**src/rtl/prime_bank_map.sv**
```systemverilog
module prime_bank_map #(
  parameter int AW   = 16,
  parameter int K    = 2,
  parameter int OFFW = 4
) (
  input  logic            clk,
  input  logic            rst_n,
  input  logic            in_valid,
  output logic            in_ready,
  input  logic [AW-1:0]   in_addr,
  output logic            out_valid,
  input  logic            out_ready,
  output logic [AW-1:0]   out_addr,
  output logic [K-1:0]    out_bank,
  output logic [OFFW-1:0] out_offset
);
  localparam int NBANK = (1 << K) - 1;
  localparam int NDIG  = (AW + K - 1) / K;

  function automatic logic [K-1:0] fold_mod(input logic [AW-1:0] a);
    logic [31:0] s;
    logic [31:0] t;
    s = 32'(a);
    for (int it = 0; it < AW; it++) begin
      t = '0;
      for (int d = 0; d < NDIG; d++)
        t = t + ((s >> (d * K)) & 32'(NBANK));
      s = t;
    end
    if (s == 32'(NBANK)) s = '0;
    return s[K-1:0];
  endfunction

  logic [K-1:0] bank_d;
  assign bank_d   = fold_mod(in_addr);
  assign in_ready = !out_valid || out_ready;

  always_ff @(posedge clk) begin
    if (!rst_n) begin
      out_valid  <= 1'b0;
      out_addr   <= '0;
      out_bank   <= '0;
      out_offset <= '0;
    end else if (in_ready) begin
      out_valid <= in_valid;
      if (in_valid) begin
        out_addr   <= in_addr;
        out_bank   <= bank_d;
        out_offset <= in_addr[OFFW-1:0];
      end
    end
  end
endmodule

```
**config.mk**
```make
export PLATFORM = sky130hd
export DESIGN_NAME = prime_bank_map
export DESIGN_NICKNAME = d
export VERILOG_FILES = /design/src/rtl/prime_bank_map.sv
export SDC_FILE = /design/constraint.sdc
export NUM_CORES = 1
export LEC_CHECK = 0
export CORE_UTILIZATION = 30
export DETAILED_ROUTE_END_ITERATION = 10
export DONT_BUFFER_PORTS = 1
export PLACE_DENSITY = 0.54
export SYNTH_ARGS = -nofsm -noshare
export SYNTH_HDL_FRONTEND = slang
export SYNTH_SLANG_ARGS = --single-unit
```
**constraint.sdc**
```tcl
create_clock -name clk -period 11.85 [get_ports clk]
set_input_delay 0.5925 -clock clk [delete_from_list [all_inputs] [get_ports clk]]
set_output_delay 0.5925 -clock clk [all_outputs]
set_load 0.02 [all_outputs]
```
After elaboration in Yosys (flattened, before gate mapping)
Cells that the tools add are included.
Storage, ports and cells
  input bits: 20
  flip-flop bits (word level): 23
Operators by class
  reductions and logical operators: 3
  add/subtract/negate cells: 112
  mux-type cells: 1
  equality and inequality tests: 1
Operator list (number)
  16-bit by 2-bit adder with 16-bit output: 30
  32-bit by 2-bit adder with 32-bit output: 6
  3-bit by 2-bit adder with 4-bit output: 13
  4-bit by 2-bit adder with 5-bit output: 10
  16-bit by 1-bit adder with 16-bit output (second input constant): 3
  2-bit by 2-bit adder with 3-bit output: 16
  8-bit by 1-bit adder with 9-bit output (second input constant): 5
  5-bit by 1-bit adder with 6-bit output: 7
  6-bit by 1-bit adder with 7-bit output (second input constant): 6
  7-bit by 1-bit adder with 8-bit output (second input constant): 5
  16-bit by 2-bit adder with 16-bit output (second input constant): 2
  32-bit by 2-bit == test with 1-bit output (second input constant): 1
  5-bit by 2-bit adder with 6-bit output: 3
  8-bit by 2-bit adder with 9-bit output: 2
  7-bit by 2-bit adder with 8-bit output: 2
  6-bit by 2-bit adder with 7-bit output: 2
  2-bit 2-to-1 mux: 1
  2-bit AND reduction: 1
  1-bit zero test: 1
  1-bit logical OR: 1

Longest topological paths before layout
Gate-level depths: netlist of run 1.
  word-level depth: 114
  gate-level depth with buffers: 49

Worst setup path after synthesis of run 1
Ideal clock, no wire load.
  path type: input to register
  from: input in_addr[7]
  to: register out_bank[0]
  slack: -0.817 ns
  path buffers: 0
  arrival: 12.596 ns
  library setup time: 0.072 ns
  stages on the path: 40
  data required time: 11.778 ns
  cells stage by stage: inv_1 > fa_1 > inv_1 > fa_1 > fa_1 > fa_1 > ha_1 > fa_1 > ha_1 > fa_1 > ha_1 > inv_1 > fa_1 > inv_1 > ha_1 > fa_1 > fa_1 > ha_1 > (+4 left out) > fa_1 > ha_1 > fa_1 > fa_1 > ha_1 > fa_1 > fa_1 > inv_1 > fa_1 > inv_1 > fa_1 > ha_1 > ha_1 > ha_1 > ha_1 > nand2b_1 > nand3_1 > mux2i_1
Between the ends
  cells in the longest elaborated chain, start to end: 112
RTL lines
  from (decl): line 10  | input logic [AW-1:0] in_addr,
  4-bit by 2-bit adder with 5-bit output (*): line 27  | t = t + ((s >> (d * K)) & 32'(NBANK));
  5-bit by 2-bit adder with 6-bit output (*): line 27
  6-bit by 2-bit adder with 7-bit output (*): line 27
  7-bit by 2-bit adder with 8-bit output (*): line 27
  8-bit by 2-bit adder with 9-bit output (*): line 27
  2-bit by 2-bit adder with 3-bit output: line 27
  3-bit by 2-bit adder with 4-bit output: line 27
  4-bit by 2-bit adder with 5-bit output: line 27
  (+88 left out)
  2-bit by 2-bit adder with 3-bit output: line 27
  16-bit by 2-bit adder with 16-bit output (5 in a row): line 27
  16-bit by 2-bit adder with 16-bit output (*): line 27
  2-bit by 2-bit adder with 3-bit output: line 27
  32-bit by 2-bit adder with 32-bit output (5 in a row): line 27
  32-bit by 2-bit adder with 32-bit output (*): line 27
  32-bit by 2-bit == test with 1-bit output: line 30  | if (s == 32'(NBANK)) s = '0;
  2-bit 2-to-1 mux (*): line 30
  to (signal assigned): line 48  | out_bank <= bank_d;
  to (decl): line 14  | output logic [K-1:0] out_bank,
Every way passes the cells marked *; elsewhere a longest branch is shown, timed or not.
A chain may end at the register's enable or synchronous reset.

Final worst setup path of run 1
  from: input in_addr[13]
  to: register out_bank[0]
Between the ends
  cells in the longest elaborated chain, start to end: 109
RTL lines (line)
  7-bit by 2-bit adder with 8-bit output (*): 27
  8-bit by 2-bit adder with 9-bit output (*): 27
  2-bit by 2-bit adder with 3-bit output: 27
  3-bit by 2-bit adder with 4-bit output: 27
  4-bit by 2-bit adder with 5-bit output: 27
  5-bit by 1-bit adder with 6-bit output (*): 27
  6-bit by 1-bit adder with 7-bit output (*): 27
  7-bit by 1-bit adder with 8-bit output (*): 27
  (+85 left out)
  2-bit by 2-bit adder with 3-bit output: 27
  16-bit by 2-bit adder with 16-bit output (5 in a row): 27
  16-bit by 2-bit adder with 16-bit output (*): 27
  2-bit by 2-bit adder with 3-bit output: 27
  32-bit by 2-bit adder with 32-bit output (5 in a row): 27
  32-bit by 2-bit adder with 32-bit output (*): 27
  32-bit by 2-bit == test with 1-bit output: 30
  2-bit 2-to-1 mux (*): 30
Marks and branches as above.

==> key figures, run 1 <==
Worst setup path
  • Most common cell on crit path: fa_2
  • Crit path from: in_addr[13]
  • Crit-path max FO: 2
  • FF-to-FF setup slack: 10.63 ns
  • Worst r2r path cells: 3
  • Crit path capture: out_bank[0]$_SDFFE_PN0P_
  • Worst path depth: 41
  • Worst EP arrival: 12.13 ns
  • CP delay by family, top: adder cells
  • Startpoint types: primary input
  • Critical Path Max Stage Delay: between 0.5 and 0.6 ns
  • WP buf/inv: 6
  • Slowest stage cell, crit path: fa_2
  • Critical R2R Capture: out_bank[0]$_SDFFE_PN0P_
  • RR Startpoint: out_valid$_SDFFE_PN0N_
  • Worst endpoint required time: 11.98 ns
  • Setup crit end kind: flop
  • WS Path Type: primary input to flop

STA
  • Slew Limit Fails: 0
  • Slew HR: 0.7039
  • Post-route clock period utilization: 1.012
  • Final setup vio count: 2
  • Worst setup margin: -0.1426 ns
  • Min Tclk post-route: 11.99 ns
  • Setup TNS: -0.2336 ns
  • Final Skew: 0.002250 ns
  • RSZ-0062 raised after global routing: true
  • Final Hold Viols: 0
  • Max Fclk: 83.38 MHz
  • Worst slew pin tran: ~0.44 ns

Yosys
  • Count leader, synth: ha_1
  • Yosys warns: 0
  • Fraction of registers with async set/reset: 0
  • Syn Nets: 305
  • Syn Inst Count: 201
  • Post-synth EDFFs: 0
  • Mapped Area: 2188 µm²
  • Synth cell types: 17
  • Synth top area cells: ha_1, fa_1, dfxtp_1
  • Sequential fraction of the synthesis area: 0.1738
  • Top cell type's share of synthesized area: 0.3373
  • Register bit count reported by yosys: 19
  • Top post-synthesis cells by count: ha_1, nand2_1, inv_1, fa_1, dfxtp_1
  • Primary FF master, synth: dfxtp_1
  • Post-synth top area cell: ha_1
  • Syn Area/Cell: 10.89 µm²

Outcome
  • Failing checks: setup timing
  • Status: finished, violations left

Placed design
  • GP Congestion: ~0.64
  • Dpl hpwl: 2949 µm
  • Port bufs: 0

Layout
  • Area grow syn2layout: 21.44%
  • Share of cells above drive strength 1: 0.3163
  • ANT cells: 0
  • Net count, final: 320

Drt
  • Routed len/inst: 10.95 µm
  • Initial DRC Count: 31
  • Routed Antenna Nets: 0
  • Routed vias/inst: 4.032
  • Via count: around 1300
  • Pre-antenna DRT Iters: 4
  • DRC: 0
  • Drt total wl: 3405 µm

Worst hold path
  • Hold path startpoint: in_valid
  • Hold Path Class: primary input to flop

Clock network
  • CTS tree: built
  • Worst-case clock buffer depth: 2
  • Worst-Skew Late Latency: 0.25 ns
  • Clk slew on worst S/H paths: 0.07 ns
  • CTS root buffer: clkbuf_8
  • CTS H-tree lvls: 1
  • Hold buffers post-CTS: 0
  • Num CTS Buffers: 3
  • Sink Count: 19

Die
  • Die ar.: 7640 µm²
  • Io pins: 44
  • Die height: 87.41 µm
  • Initial Util: 0.3168
  • Core area: 6907 µm²
  • DIE WIDTH: 87.41 µm
  • # rows: 30

Flow run
  • Max-cap check violation count: 0

Global routing
  • Total GRT Usage: 0.1004
  • Global-route wire length before repair: 6085 µm
  • Total gr overflow: 0
  • Pin count of the biggest net entering global routing: 38
  • Initial antenna violation count: 0
  • Vias in the first global route: 1340
layer usage:
| layer | track usage | up-vias | wire length, µm | part of all wire |
|---|---|---|---|---|
| li1 | - | 646 | - | - |
| met3 | 0.03507 | 2 | 225 | 0.066 |
| met5 | 0 | - | 0 | 0 |
| met2 | 0.1641 | 18 | 1561 | 0.46 |
| met1 | 0.1327 | 588 | 1599 | 0.47 |
| met4 | 0.008942 | 0 | 19 | 0.0056 |
area by class of cell:
class                   instances  area [µm²]
flip-flops and latches         19       380.4
clock inverters                 1       5.005
repair buffers                 20       150.1
multi-input cells             146        1856
well taps                      96       120.1
inverters                      26       105.1
clock buffers                   3       41.29
fillers                       709        4249
sequential cells by signal, indices dropped and copies added, names as in the netlist:
| register | cells |
|---|---|
| out_addr | 13 |
| out_offset | 3 |
| out_bank | 2 |
| out_valid | 1 |
cells in the final DEF (no fill, tap or decap), drive strengths merged:
| cell type | Yosys | final |
|---|---|---|
| dfxtp | 19 | 19 |
| mux2i | 18 | 18 |
| xor2 | 1 | 1 |
| a21o | 2 | 2 |
| and2 | 1 | 1 |
| inv | 26 | 26 |
| buf | 8 | 20 |
| ha | 59 | 59 |
| nand3 | 2 | 2 |
| fa | 25 | 25 |
| clkinv | 0 | 1 |
| a21boi | 1 | 1 |
| clkbuf | 2 | 3 |
| nand2 | 34 | 34 |
| nand2b | 3 | 3 |
cell families after synthesis:
| kind of cell | share of synthesized area |
|---|---|
| simple gates | 0.07890 |
| mux | 0.08233 |
| compound gates | 0.01029 |
| fa+ha+maj | 0.5660 |
| flops | 0.1738 |
| xor+xnor | 0.004003 |
| buf+inv | 0.08462 |
stage by stage:
stage	area, µm²	setup slack [ns]	hold WS [ns]	utilization	std cells
3_3_place_gp	2546	-0.7320	0.5421	0.3687	301
2_1_floorplan	2409	-0.5284	0.5317	-	201
6_report	2658	-0.1426	0.4681	0.3848	311
5_1_grt	2658	-0.5171	0.4634	0.3848	311
4_1_cts	2633	-0.2572	0.4604	0.3812	309
3_5_place_dp	2546	-0.8562	0.5456	0.3687	301
worst min-delay path by stage:
stage,to,slack (ns),cells after the start
global placement,out_addr[14]$_SDFFE_PN0P_,0.54,2
floorplan,out_addr[15]$_SDFFE_PN0P_,0.53,2
CTS,out_valid$_SDFFE_PN0N_,0.46,2
global route,out_addr[6]$_SDFFE_PN0P_,0.46,2
finish,out_valid$_SDFFE_PN0N_,0.47,2
detailed placement,out_addr[14]$_SDFFE_PN0P_,0.55,2
timing repair:
item / in CTS / in global routing
resized for setup: 5 / 4
setup buffers: 4 / 2
setup endpoints to repair: 2 / 2
pin swaps: 30 / 2
Power of run 1 is not shown: default switching activity piles up to over one toggle a cycle in this logic, so the estimate is an artifact.
==> run 2, diff against run 1 <==
--- a/config.mk
+++ b/config.mk
@@ -9,6 +9,7 @@
 export DETAILED_ROUTE_END_ITERATION = 10
 export DONT_BUFFER_PORTS = 1
 export PLACE_DENSITY = 0.54
+export REMOVE_ABC_BUFFERS = 1
 export SYNTH_ARGS = -nofsm -noshare
 export SYNTH_HDL_FRONTEND = slang
 export SYNTH_SLANG_ARGS = --single-unit
==> key figures, run 2 (same netlist as run 1, synthesis figures left out) <==
Outcome
  • Status: finished, violations left (unchanged)
  • Failing checks: setup timing (unchanged)

Drt
  • Initial DRC Count: 28 (was 31)
  • Pre-antenna DRT Iters: 4 (unchanged)
  • Routed vias/inst: 4.197 (was 4.032)
  • Drt total wl: 3652 µm (was 3405 µm)
  • DRC: 0 (unchanged)
  • Via count: 1343 (was 1254)
  • Routed len/inst: 11.41 µm (was 10.95 µm)
  • Routed Antenna Nets: 0 (unchanged)

Clock network
  • CTS root buffer: clkbuf_8 (unchanged)
  • Hold buffers post-CTS: 0 (unchanged)
  • Clk slew on worst S/H paths: 0.08 ns (was 0.07 ns)
  • CTS tree: built (unchanged)
  • Sink Count: 19 (unchanged)
  • CTS H-tree lvls: 1 (unchanged)
  • Worst-case clock buffer depth: 2 (unchanged)
  • Worst-Skew Late Latency: 0.26 ns (was 0.25 ns)
  • Num CTS Buffers: 3 (unchanged)

Worst setup path
  • Critical Path Max Stage Delay: 0.55 ns (was 0.59 ns)
  • Startpoint types: primary input (unchanged)
  • RR Startpoint: out_valid$_SDFFE_PN0N_ (unchanged)
  • CP delay by family, top: adder cells (unchanged)
  • Worst EP arrival: 12.35 ns (was 12.13 ns)
  • WS Path Type: primary input to flop (unchanged)
  • Crit-path max FO: 2 (unchanged)
  • WP buf/inv: 6 (unchanged)
  • Crit path from: in_addr[13] (unchanged)
  • Slowest stage cell, crit path: fa_2 (unchanged)
  • Setup crit end kind: flop (unchanged)
  • Worst endpoint required time: 11.99 ns (was 11.98 ns)
  • Most common cell on crit path: ha_4 (was fa_2)

Layout
  • Share of cells above drive strength 1: 0.3438 (was 0.3163)
  • Area grow syn2layout: 25.33% (was 21.44%)
  • Final Core Density: 0.3971 (was 0.3848)
  • # fillers: 671 (was 709)
  • Most flops, register: out_addr (unchanged)
  • Final Instance Count excl. Fillers: 320 (was 311)
  • Net count, final: 329 (was 320)
  • Max reg flops: 13 (unchanged)
  • Commonest non-fill, non-tap cell in the layout: ha_1 (unchanged)
  • ANT cells: 0 (unchanged)
  • Finished Cell Area: 2743 µm² (was 2658 µm²)
  • Top Registers: out_addr x13, out_offset x3, out_bank x2 (unchanged)
  • Commonest non-fill, non-tap cells in the layout: ha_1, nand2_1, buf_4 (was ha_1, nand2_1, inv_1)

Worst hold path
  • Hold Path Class: primary input to flop (unchanged)
  • Hold path startpoint: in_addr[6] (was in_valid)

Global routing
  • Global-route wire length before repair: 6279 µm (was 6085 µm)
  • Vias in the first global route: 1446 (was 1340)
  • Total GRT Usage: 0.1030 (was 0.1004)
  • Total gr overflow: 0 (unchanged)
  • Initial antenna violation count: 0 (unchanged)
  • Pin count of the biggest net entering global routing: 38 (unchanged)

STA
  • Worst setup margin: -0.3557 ns (was -0.1426 ns)
  • Final Hold Viols: 0 (unchanged)
  • Min Tclk post-route: 12.21 ns (was 11.99 ns)
  • Slew HR: 0.7211 (was 0.7039)
  • Setup TNS: -0.6580 ns (was -0.2336 ns)
  • Max Fclk: 81.93 MHz (was 83.38 MHz)
  • Slew Limit Fails: 0 (unchanged)
  • Final Skew: 0.003395 ns (was 0.002250 ns)
  • Post-route clock period utilization: 1.030 (was 1.012)
  • Worst slew pin tran: 0.4178 ns (was 0.4436 ns)
  • RSZ-0062 raised after global routing: true (unchanged)
  • Final setup vio count: 2 (unchanged)

Die
  • DIE WIDTH: 87.41 µm (unchanged)
  • Core area: 6907 µm² (unchanged)
  • Die ar.: 7640 µm² (unchanged)
  • Die height: 87.41 µm (unchanged)
  • Io pins: 44 (unchanged)
  • # rows: 30 (unchanged)
  • Initial Util: 0.3168 (unchanged)

Flow run
  • Max-cap check violation count: 0 (unchanged)

Placed design
  • DP Area: 2424 µm² (was 2546 µm²)
  • Port bufs: 0 (unchanged)
  • # placed instances: 314 (was 301)
  • Dpl hpwl: 2872 µm (was 2949 µm)
  • GP Congestion: 0.6622 (was 0.6432)
run 2: changes by cell type in the layout (fill, tap and decap cells not counted):
cell,change
ha_4,+2
fa_2,-1
inv_2,+1
fa_1,+1
buf_4,+9
ha_2,-2
inv_1,-1
run 2: routing by layer:
metal	global-route usage	vias up	part of all wire
li1	-	664	-
met1	0.1324	660	0.44
met2	0.1818	17	0.53
met3	0.01801	2	0.028
met4	0.01788	0	0.0047
met5	0	-	0
run 2: final timing paths:
check | endpoint | slack [ns] | depth (start not counted)
min reg2reg | out_addr[13]$_SDFFE_PN0P_ | 0.56 | 2
max reg2reg | out_addr[11]$_SDFFE_PN0P_ | 10.62 | 3
max | out_bank[0]$_SDFFE_PN0P_ | -0.36 | 43
min | out_addr[6]$_SDFFE_PN0P_ | 0.47 | 2
run 2: cell type report:
cell class,count,area (µm²),area share
inverters,26,105.1,0.03832
flip-flops and latches,19,380.4,0.1387
well taps,96,120.1,0.04380
clock inverters,1,5.005,0.001825
repair buffers,29,217.7,0.07938
clock buffers,3,41.29,0.01505
multi-input cells,146,1873,0.6829
run 2: metrics by stage:
step | setup slack, ns | hold slack, ns
global placement | -1.111 | 0.5490
detailed placement | -1.261 | 0.5544
global route | -0.6794 | 0.4618
finish | -0.3557 | 0.4689
CTS | -0.5354 | 0.4611
floorplan | -0.8152 | 0.5310
run 2: what timing repair did:
action                                  CTS  global route
setup buffers                             1             1
pin swaps                                34            29
resized for setup                        54             5
endpoints found under the setup margin    2             2
Power of run 2 is left out for the same reason.
==> run 3, diff against run 2 <==
--- a/config.mk
+++ b/config.mk
@@ -5,10 +5,10 @@
 export SDC_FILE = /design/constraint.sdc
 export NUM_CORES = 1
 export LEC_CHECK = 0
-export CORE_UTILIZATION = 30
+export CORE_UTILIZATION = 56
 export DETAILED_ROUTE_END_ITERATION = 10
 export DONT_BUFFER_PORTS = 1
-export PLACE_DENSITY = 0.54
+export PLACE_DENSITY = 0.83
 export REMOVE_ABC_BUFFERS = 1
 export SYNTH_ARGS = -nofsm -noshare
 export SYNTH_HDL_FRONTEND = slang
==> key figures, run 3 (same netlist as run 1, synthesis figures left out) <==
Drt
  • Routed len/inst: 14.53 µm (was 11.41 µm)
  • Routed vias/inst: 4.926 (was 4.197)
  • Drt total wl: 3953 µm (was 3652 µm)
  • Initial DRC Count: 40 (was 28)
  • Routed Antenna Nets: 0 (unchanged)
  • Via count: 1340 (was 1343)
  • DRC: 0 (unchanged)
  • Pre-antenna DRT Iters: 4 (unchanged)

Layout
  • Max reg flops: 13 (unchanged)
  • Finished Cell Area: 2663 µm² (was 2743 µm²)
  • Commonest non-fill, non-tap cell in the layout: ha_1 (unchanged)
  • Final Core Density: 0.7165 (was 0.3971)
  • # fillers: 231 (was 671)
  • Net count, final: 329 (unchanged)
  • Area grow syn2layout: 21.67% (was 25.33%)
  • Commonest non-fill, non-tap cells in the layout: ha_1, nand2_1, buf_4 (unchanged)
  • ANT cells: 0 (unchanged)
  • Share of cells above drive strength 1: 0.3348 (was 0.3438)
  • Most flops, register: out_addr (unchanged)
  • Top Registers: out_addr x13, out_offset x3, out_bank x2 (unchanged)

Worst setup path
  • Worst r2r path cells: 3 (unchanged)
  • RR Startpoint: out_valid$_SDFFE_PN0N_ (unchanged)
  • Startpoint types: primary input (unchanged)
  • Most common cell on crit path: fa_2 (was ha_4)
  • FF-to-FF setup slack: 10.62 ns (about the same)
  • Critical Path Max Stage Delay: 0.60 ns (was 0.55 ns)
  • Critical R2R Capture: out_addr[12]$_SDFFE_PN0P_ (was out_addr[11]$_SDFFE_PN0P_)
  • Worst EP arrival: 12.52 ns (was 12.35 ns)
  • Setup crit end kind: flop (unchanged)
  • WS Path Type: primary input to flop (unchanged)
  • Slowest stage cell, crit path: fa_2 (unchanged)
  • Crit-path max FO: 2 (unchanged)
  • Worst endpoint required time: 12.04 ns (was 11.99 ns)

STA
  • Min Tclk post-route: 12.33 ns (was 12.21 ns)
  • Slew Limit Fails: 0 (unchanged)
  • Final setup vio count: 2 (unchanged)
  • Worst setup margin: -0.4817 ns (was -0.3557 ns)
  • Max Fclk: 81.09 MHz (was 81.93 MHz)
  • Hold WS: 0.4681 ns (was 0.4689 ns)
  • RSZ-0062 raised after global routing: true (unchanged)
  • Final Skew: 0.006196 ns (was 0.003395 ns)
  • Slew HR: 0.7100 (was 0.7211)
  • Final Hold Viols: 0 (unchanged)
  • Worst slew pin tran: 0.4344 ns (was 0.4178 ns)
  • Post-route clock period utilization: 1.041 (was 1.030)

Die
  • DIE WIDTH: 64.51 µm (was 87.41 µm)
  • # rows: 22 (was 30)
  • Core area: 3716 µm² (was 6907 µm²)
  • Die height: 64.51 µm (was 87.41 µm)
  • Initial Util: 0.5889 (was 0.3168)
  • Die ar.: 4162 µm² (was 7640 µm²)
  • Io pins: 44 (unchanged)

Placed design
  • Port bufs: 0 (unchanged)
  • GP Congestion: 0.7480 (was 0.6622)
  • DP Area: 2356 µm² (was 2424 µm²)
  • DP Worst Slack: -1.297 ns (was -1.261 ns)
  • Dpl hpwl: 2835 µm (was 2872 µm)

Clock network
  • Num CTS Buffers: 3 (unchanged)
  • Clk slew on worst S/H paths: 0.08 ns (about the same)
  • Sink Count: 19 (unchanged)
  • Hold buffers post-CTS: 0 (unchanged)
  • CTS tree: built (unchanged)
  • CTS root buffer: clkbuf_8 (unchanged)
  • CTS H-tree lvls: 1 (unchanged)
  • Worst-Skew Late Latency: 0.26 ns (about the same)
  • Worst-case clock buffer depth: 2 (unchanged)

Outcome
  • Failing checks: setup timing (unchanged)
  • Status: finished, violations left (unchanged)

Global routing
  • Total GRT Usage: 0.2042 (was 0.1030)
  • Pin count of the biggest net entering global routing: 38 (unchanged)
  • Global-route wire length before repair: 6534 µm (was 6279 µm)
  • Vias in the first global route: 1518 (was 1446)
  • Initial antenna violation count: 0 (unchanged)
  • Total gr overflow: 0 (unchanged)

Flow run
  • Max-cap check violation count: 0 (unchanged)

Worst hold path
  • Hold path startpoint: in_valid (was in_addr[6])
  • Hold Path Class: primary input to flop (unchanged)
  • Hold depth: 2 (unchanged)
  • Hold Path End: out_valid$_SDFFE_PN0N_ (was out_addr[6]$_SDFFE_PN0P_)
## run 3: cell counts in the layout (fill, tap and decap cells not counted)
Identical to the previous run, type by type.
## run 3: area by class of cell
cell class | instances | area (µm²) | area share
clock buffer | 3 | 41.29 | 0.01551
tap | 48 | 60.06 | 0.02256
inverter | 26 | 105.1 | 0.03947
multi-input combinational | 146 | 1853 | 0.6960
sequential | 19 | 380.4 | 0.1429
clock inverter | 1 | 5.005 | 0.001880
timing repair buffer | 29 | 217.7 | 0.08177
## run 3: how the worst max path moves through the flow
| stage | from | end | slack [ns] | cells past startpoint |
|---|---|---|---|---|
| after floorplan | in_addr[7] | out_bank[0]$_SDFFE_PN0P_ | -0.82 | 40 |
| after global placement | in_addr[7] | out_bank[0]$_SDFFE_PN0P_ | -0.97 | 45 |
| after detailed placement | in_addr[7] | out_bank[0]$_SDFFE_PN0P_ | -1.30 | 45 |
| after CTS | in_addr[13] | out_bank[0]$_SDFFE_PN0P_ | -0.60 | 45 |
| after global routing | in_addr[13] | out_bank[0]$_SDFFE_PN0P_ | -0.75 | 41 |
| final | in_addr[13] | out_bank[0]$_SDFFE_PN0P_ | -0.48 | 41 |
## run 3: layer usage
| layer | vias up | share of wire | GRT usage |
|---|---|---|---|
| met5 | - | 0 | 0 |
| met4 | 0 | 0.0066 | 0.04167 |
| met2 | 20 | 0.56 | 0.3934 |
| met1 | 656 | 0.40 | 0.2303 |
| li1 | 662 | - | - |
| met3 | 2 | 0.034 | 0.03873 |
## run 3: repair_timing
item                                    CTS  global route
setup buffers                             2             1
gates resized for setup                  55             1
endpoints found under the setup margin    2             2
pin swaps                                38            28
## run 3: stage by stage
step / std cells / setup TNS (ns)
6_report: 272 / -0.9002
5_1_grt: 272 / -1.417
4_1_cts: 271 / -1.169
3_5_place_dp: 265 / -2.543
3_3_place_gp: 265 / -1.911
2_1_floorplan: 191 / -1.593
## run 3: worst max-delay path, delay by kind of cell
family,cells,cell delay [ns]
and+or+nand+nor,2,0.16
buffers and inverters,6,0.24
muxes,1,0.15
adders and majority gates,32,11.39
Power of run 3 is left out for the same reason.
